### config.mk
export PLATFORM = sky130hd
export DESIGN_NAME = dbg_sec_filter
export DESIGN_NICKNAME = d
export VERILOG_FILES = /design/src/rtl/dsf_pkg.sv /design/src/rtl/dsf_decode.sv /design/src/rtl/dsf_erase.sv /design/src/rtl/dsf_feat.sv /design/src/rtl/dbg_sec_filter.sv
export SDC_FILE = /design/constraint.sdc
export NUM_CORES = 1
export LEC_CHECK = 0
export CORE_ASPECT_RATIO = 1.2
export CORE_MARGIN = 5
export CORE_UTILIZATION = 49
export DETAILED_ROUTE_END_ITERATION = 6
export GPL_TIMING_DRIVEN = 0
export PLACE_DENSITY = 0.93
export SLEW_MARGIN = 10
export SYNTH_ARGS = -nofsm -noshare
export SYNTH_HDL_FRONTEND = slang
export SYNTH_HIERARCHICAL = 1
export SYNTH_SLANG_ARGS = --single-unit
### constraint.sdc
create_clock -name clk -period 7.6 [get_ports clk]
set_input_delay 1.9 -clock clk [delete_from_list [all_inputs] [get_ports clk]]
set_output_delay 1.9 -clock clk [all_outputs]
set_load 0.02 [all_outputs]
### src/rtl/dsf_pkg.sv
package dsf_pkg;
    typedef enum logic [1:0] {ER_IDLE, ER_RAM, ER_FLASH} erase_st_t;
    typedef enum logic [1:0] {EP_NONE, EP_HOLD, EP_TAIL} err_ph_t;
endpackage

### src/rtl/dsf_decode.sv
module dsf_decode #(
    parameter int              AW       = 32,
    parameter logic [AW-1:0]   DSU_BASE = 'h4100_2000,
    parameter int              DSU_SPAN = 'h2000,
    parameter int              VIEW_W   = 8
) (
    input  logic [AW-1:0]     addr_i,
    input  logic              cpu_i,
    input  logic              prot_i,
    output logic              allow_o,
    output logic              win_ok_o,
    output logic              hit_o,
    output logic [VIEW_W-1:0] ofs_o,
    output logic              ext_o
);
    localparam logic [AW-1:0] LIM_SPAN = AW'(DSU_SPAN);
    localparam logic [AW-1:0] LIM_VIEW = AW'(1) << VIEW_W;
    localparam logic [AW-1:0] LIM_REGS = AW'(2) << VIEW_W;

    logic [AW-1:0] off;

    always_comb begin
        off      = addr_i - DSU_BASE;
        // debugger window: upper view start up to the end of the unit's range
        win_ok_o = (off >= LIM_VIEW) && (off < LIM_SPAN);
        allow_o  = cpu_i || !prot_i || win_ok_o;
        hit_o    = off < LIM_REGS;
        ofs_o    = hit_o ? off[VIEW_W-1:0] : '0;
        ext_o    = hit_o && off[VIEW_W];
    end
endmodule

### src/rtl/dsf_erase.sv
module dsf_erase
    import dsf_pkg::*;
(
    input  logic clk,
    input  logic rst_n,
    input  logic nv_secure_i,
    input  logic sec_set_i,
    input  logic erase_req_i,
    input  logic ram_done_i,
    input  logic flash_done_i,
    output logic ram_wipe_o,
    output logic flash_wipe_o,
    output logic prot_o
);
    typedef struct packed {
        erase_st_t st;
        logic      prot;
    } er_regs_t;

    er_regs_t r_d, r_q;

    always_comb begin
        r_d = r_q;
        unique case (r_q.st)
            ER_IDLE:  if (erase_req_i)  r_d.st = ER_RAM;
            ER_RAM:   if (ram_done_i)   r_d.st = ER_FLASH;
            ER_FLASH: if (flash_done_i) r_d.st = ER_IDLE;
            default:                    r_d.st = ER_IDLE;
        endcase
        if (r_q.st == ER_FLASH && flash_done_i) r_d.prot = 1'b0;
        else if (sec_set_i)                     r_d.prot = 1'b1;
    end

    always_ff @(posedge clk) begin
        if (!rst_n) begin
            r_q.st   <= ER_IDLE;
            r_q.prot <= nv_secure_i;
        end else begin
            r_q <= r_d;
        end
    end

    assign ram_wipe_o   = (r_q.st == ER_RAM);
    assign flash_wipe_o = (r_q.st == ER_FLASH);
    assign prot_o       = r_q.prot;

    assert_unlock_path_R9: assert property (@(posedge clk) disable iff (!rst_n)
        $fell(prot_o) |-> ($past(flash_wipe_o) && $past(flash_done_i)));
    assert_flash_after_ram_R8: assert property (@(posedge clk) disable iff (!rst_n)
        $rose(flash_wipe_o) |-> ($past(ram_wipe_o) && $past(ram_done_i)));
endmodule

### src/rtl/dsf_feat.sv
module dsf_feat (
    input  logic clk,
    input  logic rst_n,
    input  logic prot_i,
    input  logic rext_set_i,
    input  logic rext_clr_i,
    input  logic attach_req_i,
    input  logic attach_cold_i,
    output logic rext_o,
    output logic attach_ok_o
);
    typedef struct packed {
        logic rext;
        logic att;
    } ft_regs_t;

    ft_regs_t r_d, r_q;

    always_comb begin
        r_d = r_q;
        if (rext_set_i)                  r_d.rext = 1'b1;
        else if (rext_clr_i && !prot_i)  r_d.rext = 1'b0;
        r_d.att = attach_req_i && (attach_cold_i || !prot_i);
    end

    always_ff @(posedge clk) begin
        if (!rst_n) r_q <= '0;
        else        r_q <= r_d;
    end

    assign rext_o      = r_q.rext;
    assign attach_ok_o = r_q.att;

    assert_clr_refused_R10: assert property (@(posedge clk) disable iff (!rst_n)
        (prot_i && rext_clr_i && rext_o) |=> rext_o);
    assert_hot_refused_R11: assert property (@(posedge clk) disable iff (!rst_n)
        (prot_i && attach_req_i && !attach_cold_i) |=> !attach_ok_o);
endmodule

### src/rtl/dbg_sec_filter.sv
module dbg_sec_filter
    import dsf_pkg::*;
#(
    parameter int              AW       = 32,
    parameter logic [AW-1:0]   DSU_BASE = 'h4100_2000,
    parameter int              DSU_SPAN = 'h2000,
    parameter int              VIEW_W   = 8
) (
    input  logic              clk,
    input  logic              rst_n,
    input  logic              nv_secure_i,
    input  logic              sec_set_i,
    input  logic              erase_req_i,
    input  logic              ram_done_i,
    input  logic              flash_done_i,
    output logic              ram_wipe_o,
    output logic              flash_wipe_o,
    output logic              prot_o,
    input  logic              acc_valid_i,
    input  logic              acc_cpu_i,
    input  logic [AW-1:0]     acc_addr_i,
    input  logic              acc_write_i,
    output logic              acc_ready_o,
    output logic              acc_err_o,
    output logic              bus_valid_o,
    output logic [AW-1:0]     bus_addr_o,
    output logic              bus_write_o,
    output logic              reg_hit_o,
    output logic [VIEW_W-1:0] reg_ofs_o,
    output logic              reg_ext_o,
    input  logic              rext_set_i,
    input  logic              rext_clr_i,
    output logic              rext_o,
    input  logic              attach_req_i,
    input  logic              attach_cold_i,
    output logic              attach_ok_o
);
    typedef struct packed {
        logic              bv;
        logic [AW-1:0]     ba;
        logic              bw;
        logic              hit;
        logic [VIEW_W-1:0] ofs;
        logic              ext;
        err_ph_t           ph;
    } acc_regs_t;

    acc_regs_t r_d, r_q;

    logic              dec_allow, dec_win, dec_hit, dec_ext, accept, fwd;
    logic [VIEW_W-1:0] dec_ofs;

    dsf_decode #(.AW(AW), .DSU_BASE(DSU_BASE), .DSU_SPAN(DSU_SPAN), .VIEW_W(VIEW_W)) u_dec (
        .addr_i(acc_addr_i), .cpu_i(acc_cpu_i), .prot_i(prot_o),
        .allow_o(dec_allow), .win_ok_o(dec_win), .hit_o(dec_hit),
        .ofs_o(dec_ofs), .ext_o(dec_ext)
    );

    dsf_erase u_er (
        .clk(clk), .rst_n(rst_n), .nv_secure_i(nv_secure_i), .sec_set_i(sec_set_i),
        .erase_req_i(erase_req_i), .ram_done_i(ram_done_i), .flash_done_i(flash_done_i),
        .ram_wipe_o(ram_wipe_o), .flash_wipe_o(flash_wipe_o), .prot_o(prot_o)
    );

    dsf_feat u_ft (
        .clk(clk), .rst_n(rst_n), .prot_i(prot_o), .rext_set_i(rext_set_i),
        .rext_clr_i(rext_clr_i), .attach_req_i(attach_req_i), .attach_cold_i(attach_cold_i),
        .rext_o(rext_o), .attach_ok_o(attach_ok_o)
    );

    always_comb begin
        accept = acc_valid_i && (r_q.ph != EP_HOLD);
        fwd    = accept && dec_allow;
        r_d    = '0;
        if (fwd) begin
            r_d.bv  = 1'b1;
            r_d.ba  = acc_addr_i;
            r_d.bw  = acc_write_i;
            r_d.hit = dec_hit;
            r_d.ofs = dec_ofs;
            r_d.ext = dec_ext;
        end
        if (accept && !dec_allow)   r_d.ph = EP_HOLD;
        else if (r_q.ph == EP_HOLD) r_d.ph = EP_TAIL;
        else                        r_d.ph = EP_NONE;
    end

    always_ff @(posedge clk) begin
        if (!rst_n) r_q <= '0;
        else        r_q <= r_d;
    end

    assign bus_valid_o = r_q.bv;
    assign bus_addr_o  = r_q.ba;
    assign bus_write_o = r_q.bw;
    assign reg_hit_o   = r_q.hit;
    assign reg_ofs_o   = r_q.ofs;
    assign reg_ext_o   = r_q.ext;
    assign acc_ready_o = (r_q.ph != EP_HOLD);
    assign acc_err_o   = (r_q.ph != EP_NONE);

    assert_block_err_R3: assert property (@(posedge clk) disable iff (!rst_n)
        (acc_valid_i && acc_ready_o && !acc_cpu_i && prot_o && !dec_win)
        |=> (!bus_valid_o && !acc_ready_o && acc_err_o));
    assert_err_tail_R3: assert property (@(posedge clk) disable iff (!rst_n)
        !acc_ready_o |=> (acc_ready_o && acc_err_o));
    assert_stall_ignored_R4: assert property (@(posedge clk) disable iff (!rst_n)
        !acc_ready_o |=> !bus_valid_o);
    assert_cpu_pass_R5: assert property (@(posedge clk) disable iff (!rst_n)
        (acc_valid_i && acc_ready_o && acc_cpu_i) |=> bus_valid_o);
    assert_open_pass_R6: assert property (@(posedge clk) disable iff (!rst_n)
        (acc_valid_i && acc_ready_o && !prot_o)
        |=> (bus_valid_o && bus_addr_o == $past(acc_addr_i)));
endmodule

==> run summary, run 1 <==
The flow ran to the end, and the final reports show no timing, DRC or antenna violations. For this run, the post-layout net count is 445. The layout has 446 filler cells. The global-route usage over all layers came out at 18.6%.

The cell area after placement came out at 3870 um2. On the critical path, the stage with the largest delay is an instance of sky130_fd_sc_hd__nor4_1. The final number of hold-violating endpoints came out at 0. Detailed placement ended at an HPWL of 5330 um. The worst hold path belongs to the class reg -> reg. The time the final worst path needs with I/O delays and setup is 4.71 ns.

The final routed DRC violation total came out at 0. The number of cells on the worst hold path came out at 1. Setup repair after global routing left no endpoint under its margin. Of the cells placed in the final design, the portion with a size suffix greater than 1 is 28.3%.

The standby leakage power is 0.00151 uW. The peak per-stage delay on the critical path is 0.71 ns. Counting every instance in the synthesized netlist gives 295. Input and output buffers added on the ports amount to 96. The remaining max-slew budget at the tightest pin came out at 47.4%. The final route contains 2,407 vias. Between clock sinks in the finished design, the worst skew comes to 0.00370 ns.

The launch point of the worst hold path is u_er/r_q[2]. The H-tree generated during clock tree synthesis spans 2 levels. Power spread over the standard cell area amounts to 139 nW/um2. The number of warnings printed during yosys synthesis is 6. The number of CTS-inserted buffers came out at 5. The floorplan row count is 30. The die footprint is 7410 um2. The worst-case IR drop observed on VDD is 91.6 uV. The finished cells cover 3960 um2. The die height is 93.3 um. Entering global routing, the biggest net connects 15 pins. The longest clock path from root to sink contains 2 buffers. The number of global-route vias before repair came out at 2,392. The final setup slack of the worst path came out at 2.89 ns. The initial utilization of the core area, before any placement, comes to 50.3%. The worst slack at placement came out at 2.67 ns. The worst setup path is captured at a flip-flop.

Buffers added to address setup during post-CTS repair amount to 0. Summing every instance area after synthesis gives 2830 um2. The initial antenna violation count came to 0. In this run the critical register-to-register path is captured at bus_addr_o[3]. Compared with the post-synthesis result, the final layout area differs by 39.6%. The max capacitance violation total came out at 0. Gates resized during post-CTS repair numbered 0.

The detailed router finished its first iteration with 118 violations. The clock transition at the registers of the reported paths came out at 0.09 ns. The critical path data arrival time came out at 4.94 ns. The TritonCTS clock tree is done. The critical path class is in -> reg. The number of cells on the worst reg-to-reg path is 5. Traced cell by cell, the critical path runs through clkdlybuf4s50_1 > nor4_1 > a31oi_1 > nor4b_1 > o2111ai_1 > o311ai_1 > buf_4 > buf_2 > nand3_1 > nor3b_2.

The post-detailed-route via-to-cell ratio is 5.20. The clock latency on the worst-skew pair is 0.30 ns. STA classifies the critical path startpoint as an input port. The top-level I/O count came out at 97. The final weighted congestion of routability-driven global placement is 0.802.

The final layout contains routed wiring with a total length of 6690 um. The area of combinational cells with multiple inputs is 1290 um2. After layout, the worst path uses 61.9% of the clock period.

The chip width is 79.4 um. The first-pass iteration count of the detailed router came out at 4. The number of nets with antenna violations after routing is 0.

Hold repair after CTS inserted 0 buffers. The standard cell core area is 5630 um2. The average wire length per cell after detail routing is 14.4 um.

The startpoint identified for the worst register-to-register timing path is u_er/prot_o. For flop-to-flop paths, the worst setup slack is 6.25 ns. At the worst endpoint, the required time is 7.83 ns. The global-route wire length before repair is 11,000 um. The setup TNS is 0 ns. For the pin with the worst max-slew slack, the measured transition is 0.781 ns. The number of antenna diodes is 0. The sink count of the clock tree is 51. A synthesized cell averages 9.61 um2. The sequential cells in the finished layout cover a total of 1030 um2. The global-route congestion overflow total came out at 0. The largest driver fanout on the critical path is 10. The path with the worst hold slack has its endpoint at u_er/r_q[1]. The highest clock frequency the design can meet came out at 0.212 GHz.

The count of final setup violators came out at 0. The post-synthesis net count came out at 342. The final-report max-slew violation count is 0.

The cell chosen for the clock root is sky130_fd_sc_hd__clkbuf_8.
==> cell usage in the layout, fill, tap and decap left out, types with 2 or more instances in the layout <==
cell type                         count
sky130_fd_sc_hd__buf_2                3
sky130_fd_sc_hd__nor3b_2             40
sky130_fd_sc_hd__xor2_1               2
sky130_fd_sc_hd__inv_1               18
sky130_fd_sc_hd__nand3_1             43
sky130_fd_sc_hd__nor3b_1              3
sky130_fd_sc_hd__nor2_1              10
sky130_fd_sc_hd__clkbuf_8             5
sky130_fd_sc_hd__clkbuf_1             6
sky130_fd_sc_hd__o211ai_1             2
sky130_fd_sc_hd__buf_4               47
sky130_fd_sc_hd__nand2b_1             2
sky130_fd_sc_hd__a21oi_1              3
sky130_fd_sc_hd__nand2_1              6
sky130_fd_sc_hd__a41oi_1              2
sky130_fd_sc_hd__o2bb2ai_1            3
sky130_fd_sc_hd__a31oi_1              3
sky130_fd_sc_hd__nor4_1               4
sky130_fd_sc_hd__nor3_1              13
sky130_fd_sc_hd__or3_1                2
sky130_fd_sc_hd__and2_1               2
sky130_fd_sc_hd__clkdlybuf4s50_1     96
sky130_fd_sc_hd__nor2b_1              2
sky130_fd_sc_hd__dfxtp_1             50
sky130_fd_sc_hd__buf_6                5
==> critical path, delay by kind of cell <==
kind	cells	cell delay, ns
AND/OR/NAND/NOR	4	1.38
buffers and inverters	3	0.91
AO/OA/AOI/OAI	3	0.75
==> cell type report <==
class                   instances  share of cell area, %
well taps                      64                   2.02
flip-flops and latches         51                   26.1
multi-input cells             166                   32.6
clock inverters                 1                  0.127
repair buffers                 96                   24.3
plain buffers                  60                   11.3
clock buffers                   7                   1.93
inverters                      18                   1.71
==> worst max path at each step <==
stage | start | end | slack [ns] | cells after the start
5_1_grt | acc_addr_i[20] | bus_addr_o[15] | 2.65 | 10
6_report | acc_addr_i[20] | bus_addr_o[3] | 2.89 | 10
2_1_floorplan | acc_addr_i[21] | bus_addr_o[0] | 3.39 | 9
4_1_cts | acc_addr_i[20] | bus_addr_o[12] | 3.01 | 10
3_3_place_gp | acc_addr_i[19] | bus_addr_o[13] | 2.72 | 10
3_5_place_dp | acc_addr_i[20] | bus_addr_o[9] | 2.67 | 10
==> state kept, by name, summed over array words and instances, names as in the netlist <==
| signal | count |
|---|---|
| u_ft/rext_o | 1 |
| r_q | 2 |
| bus_addr_o | 32 |
| u_er/prot_o | 1 |
| reg_ext_o | 1 |
| bus_valid_o | 1 |
| bus_write_o | 1 |
| u_er/r_q | 2 |
| reg_hit_o | 1 |
| u_ft/attach_ok_o | 1 |
| reg_ofs_o | 8 |
==> per-stage QoR <==
step                cells  hold slack (ns)  util (%)  total power (uW)
finish                463            0.455      70.3               551
global route          463            0.476      70.3               574
CTS                   463            0.450      70.3               554
detailed placement    455            0.433      68.8               407
global placement      455            0.411      68.8               404
floorplan             295            0.403         -               350
==> report_power, final <==
group | leakage [uW] | internal (uW) | switching [uW]
Combinational | 0.00105 | 65.4 | 56.2
Clock | 0.0000422 | 64.8 | 85.1
Sequential | 0.000416 | 276 | 3.18
Total | 0.00151 | 407 | 145
==> metal layers <==
layer	share of wire, %	global-route usage, %
met5	0	0
met4	0.91	3.87
met2	53	34.0
met3	4.7	3.28
met1	41	22.5
Note: power is estimated with default switching activity, not from simulation.
==> run 2, diff against run 1 <==
--- a/config.mk
+++ b/config.mk
@@ -7,10 +7,10 @@
 export LEC_CHECK = 0
 export CORE_ASPECT_RATIO = 1.2
 export CORE_MARGIN = 5
-export CORE_UTILIZATION = 49
+export CORE_UTILIZATION = 41
 export DETAILED_ROUTE_END_ITERATION = 6
 export GPL_TIMING_DRIVEN = 0
-export PLACE_DENSITY = 0.93
+export PLACE_DENSITY = 0.84
 export SLEW_MARGIN = 10
 export SYNTH_ARGS = -nofsm -noshare
 export SYNTH_HDL_FRONTEND = slang
==> constraint.sdc (replaced) <==
create_clock -name clk -period 3.84 [get_ports clk]
set_input_delay 0.96 -clock clk [delete_from_list [all_inputs] [get_ports clk]]
set_output_delay 0.96 -clock clk [all_outputs]
set_load 0.02 [all_outputs]
==> run summary, run 2 (synthesis results as in run 1) <==
The run finished with clean final reports. The total power is 1080 uW. The critical path data arrival time came out at 3.86 ns. The number of global-route vias before repair is 2,422.

The ratio of final minimum period to clock period came out at 94.8%. The slowest cell on the critical path is sky130_fd_sc_hd__or4_4. The largest driver fanout on the critical path came out at 10. The average wire length per cell after detail routing is 13.9 um. The first detailed-routing pass took 4 iterations. The number of nets with antenna violations after routing came out at 0.

The number of antenna diodes is 0. The max capacitance violation total came out at 0. The startpoint identified for the worst register-to-register timing path is u_er/prot_o. The reg-to-reg setup timing slack is 2.51 ns. The remaining max-slew budget at the tightest pin came out at 59.5%.

For this design the top-level I/O count stands at 97. Setup repair after global routing left no endpoint under its margin. In the global route stage, met3 resource usage came out at 3.60%.

In the routed layout, each cell is associated on average with a via count of 5.06. For hold timing, the worst endpoint is u_er/r_q[1]. The worst setup path is launched from an input port. The maximum number of pins on one net before global-route repair came out at 15. The final-report max-slew violation count is 0. Fill cells in the final layout number 621. The floorplan row count is 33. The sort of element at the end of the critical path is a flip-flop. The deepest level of the CTS H-tree is 2. Excluding fillers, the count of instances in the completed layout stands at 488. The count of final setup violators came out at 0. At the later pin of the worst-skew pair, clock insertion delay measures 0.30 ns.

The initial antenna violation count is 0. In this run the worst hold path is classified as reg -> reg. The ratio of total power to cell area is 269 nW/um2. The largest vdd supply drop is 167 uV. The cell chosen for the clock root is sky130_fd_sc_hd__clkbuf_8.

The global-route wire length before repair came out at 10,900 um. In this run the most critical hold path is launched from u_er/r_q[2]. The area of combinational cells with multiple inputs is 1300 um2. The worst register-to-register path ends at bus_addr_o[30]. In this design, the largest share of critical-path delay is due to simple AND/OR/NAND/NOR gates. The sink count of the clock tree came out at 51. The busiest layer in global routing is met2.

Walking the worst path, the cells encountered are clkdlybuf4s50_1 > or4_4 > or4_4 > a2111oi_4 > o211ai_1 > o311ai_1 > buf_4 > buf_4 > nand3_1 > nor3b_2. The global-route congestion overflow total is 0. The detailed-route via count came out at 2,467. On the worst path, the slowest cell contributes a delay of 0.53 ns. The die footprint came out at 8680 um2.

After detailed placement, the total cell area comes to 3900 um2. By startpoint and endpoint, the worst setup path is classified as in -> reg. The initial detailed-routing violation count is 75. The number of cells on the worst hold path came out at 1. The worst clock skew came out at 0.00672 ns. The time the final worst path needs with I/O delays and setup came out at 3.64 ns.

With fillers left out, the area of the finished cells amounts to 4030 um2. The half-perimeter wire length of the detailed placement result came out at 5370 um. The buffering stage count on the worst path with inverters included is 3.

The aggregate routed wire length came out at 6760 um. The fraction of layout cells with a size suffix above 1 is 29.2%. The clock transition at the registers of the reported paths is 0.08 ns. Final hold analysis gives a worst-case slack of 0.437 ns.

The effective utilization at floorplan came out at 41.9%. The standby leakage power is 0.00154 uW. The die height is 101 um. Leaving out fill and tap cells, the most frequent cell in the layout is sky130_fd_sc_hd__clkdlybuf4s50_1.

The core region is 6770 um2. The final number of hold-violating endpoints was 0. For this run, design rule violations remaining after detail routing come to 0. The sequential cell area in the final layout came out at 1030 um2. The TritonCTS clock tree is done. The top cell types in the final layout, fill and taps aside, are 94 x sky130_fd_sc_hd__clkdlybuf4s50_1, 51 x sky130_fd_sc_hd__buf_4, 50 x sky130_fd_sc_hd__dfxtp_1, 43 x sky130_fd_sc_hd__nand3_1, 40 x sky130_fd_sc_hd__nor3b_2. The number of flip-flops under the largest register name came out at 32. The number of cells on the worst reg-to-reg path is 5. In the global route stage, met2 resource usage came out at 30.0%. The final weighted congestion of routability-driven global placement came out at 0.855. The transition at the pin with the smallest max-transition slack came out at 0.603 ns. The net count of the finished layout is 448. Including well taps, the total number of placed cells is 478. The utilization after layout came out at 59.5%. Buffers placed on the I/O ports in this run total 96.

From left edge to right edge, the die measures 85.9 um. The hold buffer count at CTS came out at 0. The highest clock frequency the design can meet is 0.275 GHz. The global-route usage over all layers came out at 15.7%. Buffers inserted during clock tree synthesis total 5.

The met1 routing resource usage after global routing is 16.7%. For the worst setup path, the data required time is 4.06 ns. The clock passes through at most 2 buffers.

The area added between synthesis and finish came out at 42.1%.
run 2: changes by cell type in the layout (fill, tap and decap cells not counted), moves of 2 or more:
cell and change:
sky130_fd_sc_hd__clkdlybuf4s50_1 -2, sky130_fd_sc_hd__buf_2 -2, sky130_fd_sc_hd__buf_4 +4, sky130_fd_sc_hd__dlymetal6s2s_1 +2
run 2: area by class of cell:
class	count	share of cell area, %
repair buffers	99	24.5
clock buffers	7	1.90
well taps	87	2.70
plain buffers	60	11.3
inverters	18	1.68
multi-input cells	166	32.3
flip-flops and latches	51	25.6
run 2: timing repair:
action / CTS / global route
endpoints found under the setup margin: 0 / 40
setup buffers: 0 / 3
resized for setup: 0 / 9
run 2: worst register-to-register path, stage by stage (launching register included):
cell,delay (ns)
sky130_fd_sc_hd__edfxtp_1,0.47
sky130_fd_sc_hd__o311ai_1,0.13
sky130_fd_sc_hd__buf_4,0.20
sky130_fd_sc_hd__buf_4,0.17
sky130_fd_sc_hd__nand3_1,0.09
sky130_fd_sc_hd__nor3b_2,0.19
run 2: power by group:
group | total, uW | leakage, uW | internal (uW) | switching, uW
clock | 285 | 0.0000383 | 126 | 159
sequential | 553 | 0.000416 | 547 | 6.47
combinational | 246 | 0.00109 | 133 | 113
run 2: per-layer routing:
layer | part of all wire, % | wire length (um) | vias up
li1 | - | - | 1200
met1 | 37 | 2530 | 1148
met2 | 53 | 3590 | 108
met3 | 8.0 | 543 | 11
met4 | 1.4 | 98 | 0
met5 | 0 | 0 | -
run 2: stage by stage:
step | worst slack (ns) | setup TNS (ns)
finish | 0.199 | 0
CTS | 0.129 | 0
floorplan | 0.569 | 0
global placement | -0.123 | -3.42
global route | 0.0140 | 0
detailed placement | -0.194 | -5.10
run 2: how the worst max path moves through the flow:
| stage | from | end | cells after the start |
|---|---|---|---|
| floorplan | acc_addr_i[21] | bus_addr_o[0] | 9 |
| global placement | acc_addr_i[19] | bus_addr_o[8] | 10 |
| detailed placement | acc_addr_i[19] | bus_addr_o[9] | 10 |
| CTS | acc_addr_i[19] | bus_addr_o[9] | 10 |
| global route | acc_addr_i[17] | reg_hit_o | 10 |
| finish | acc_addr_i[17] | bus_addr_o[30] | 10 |
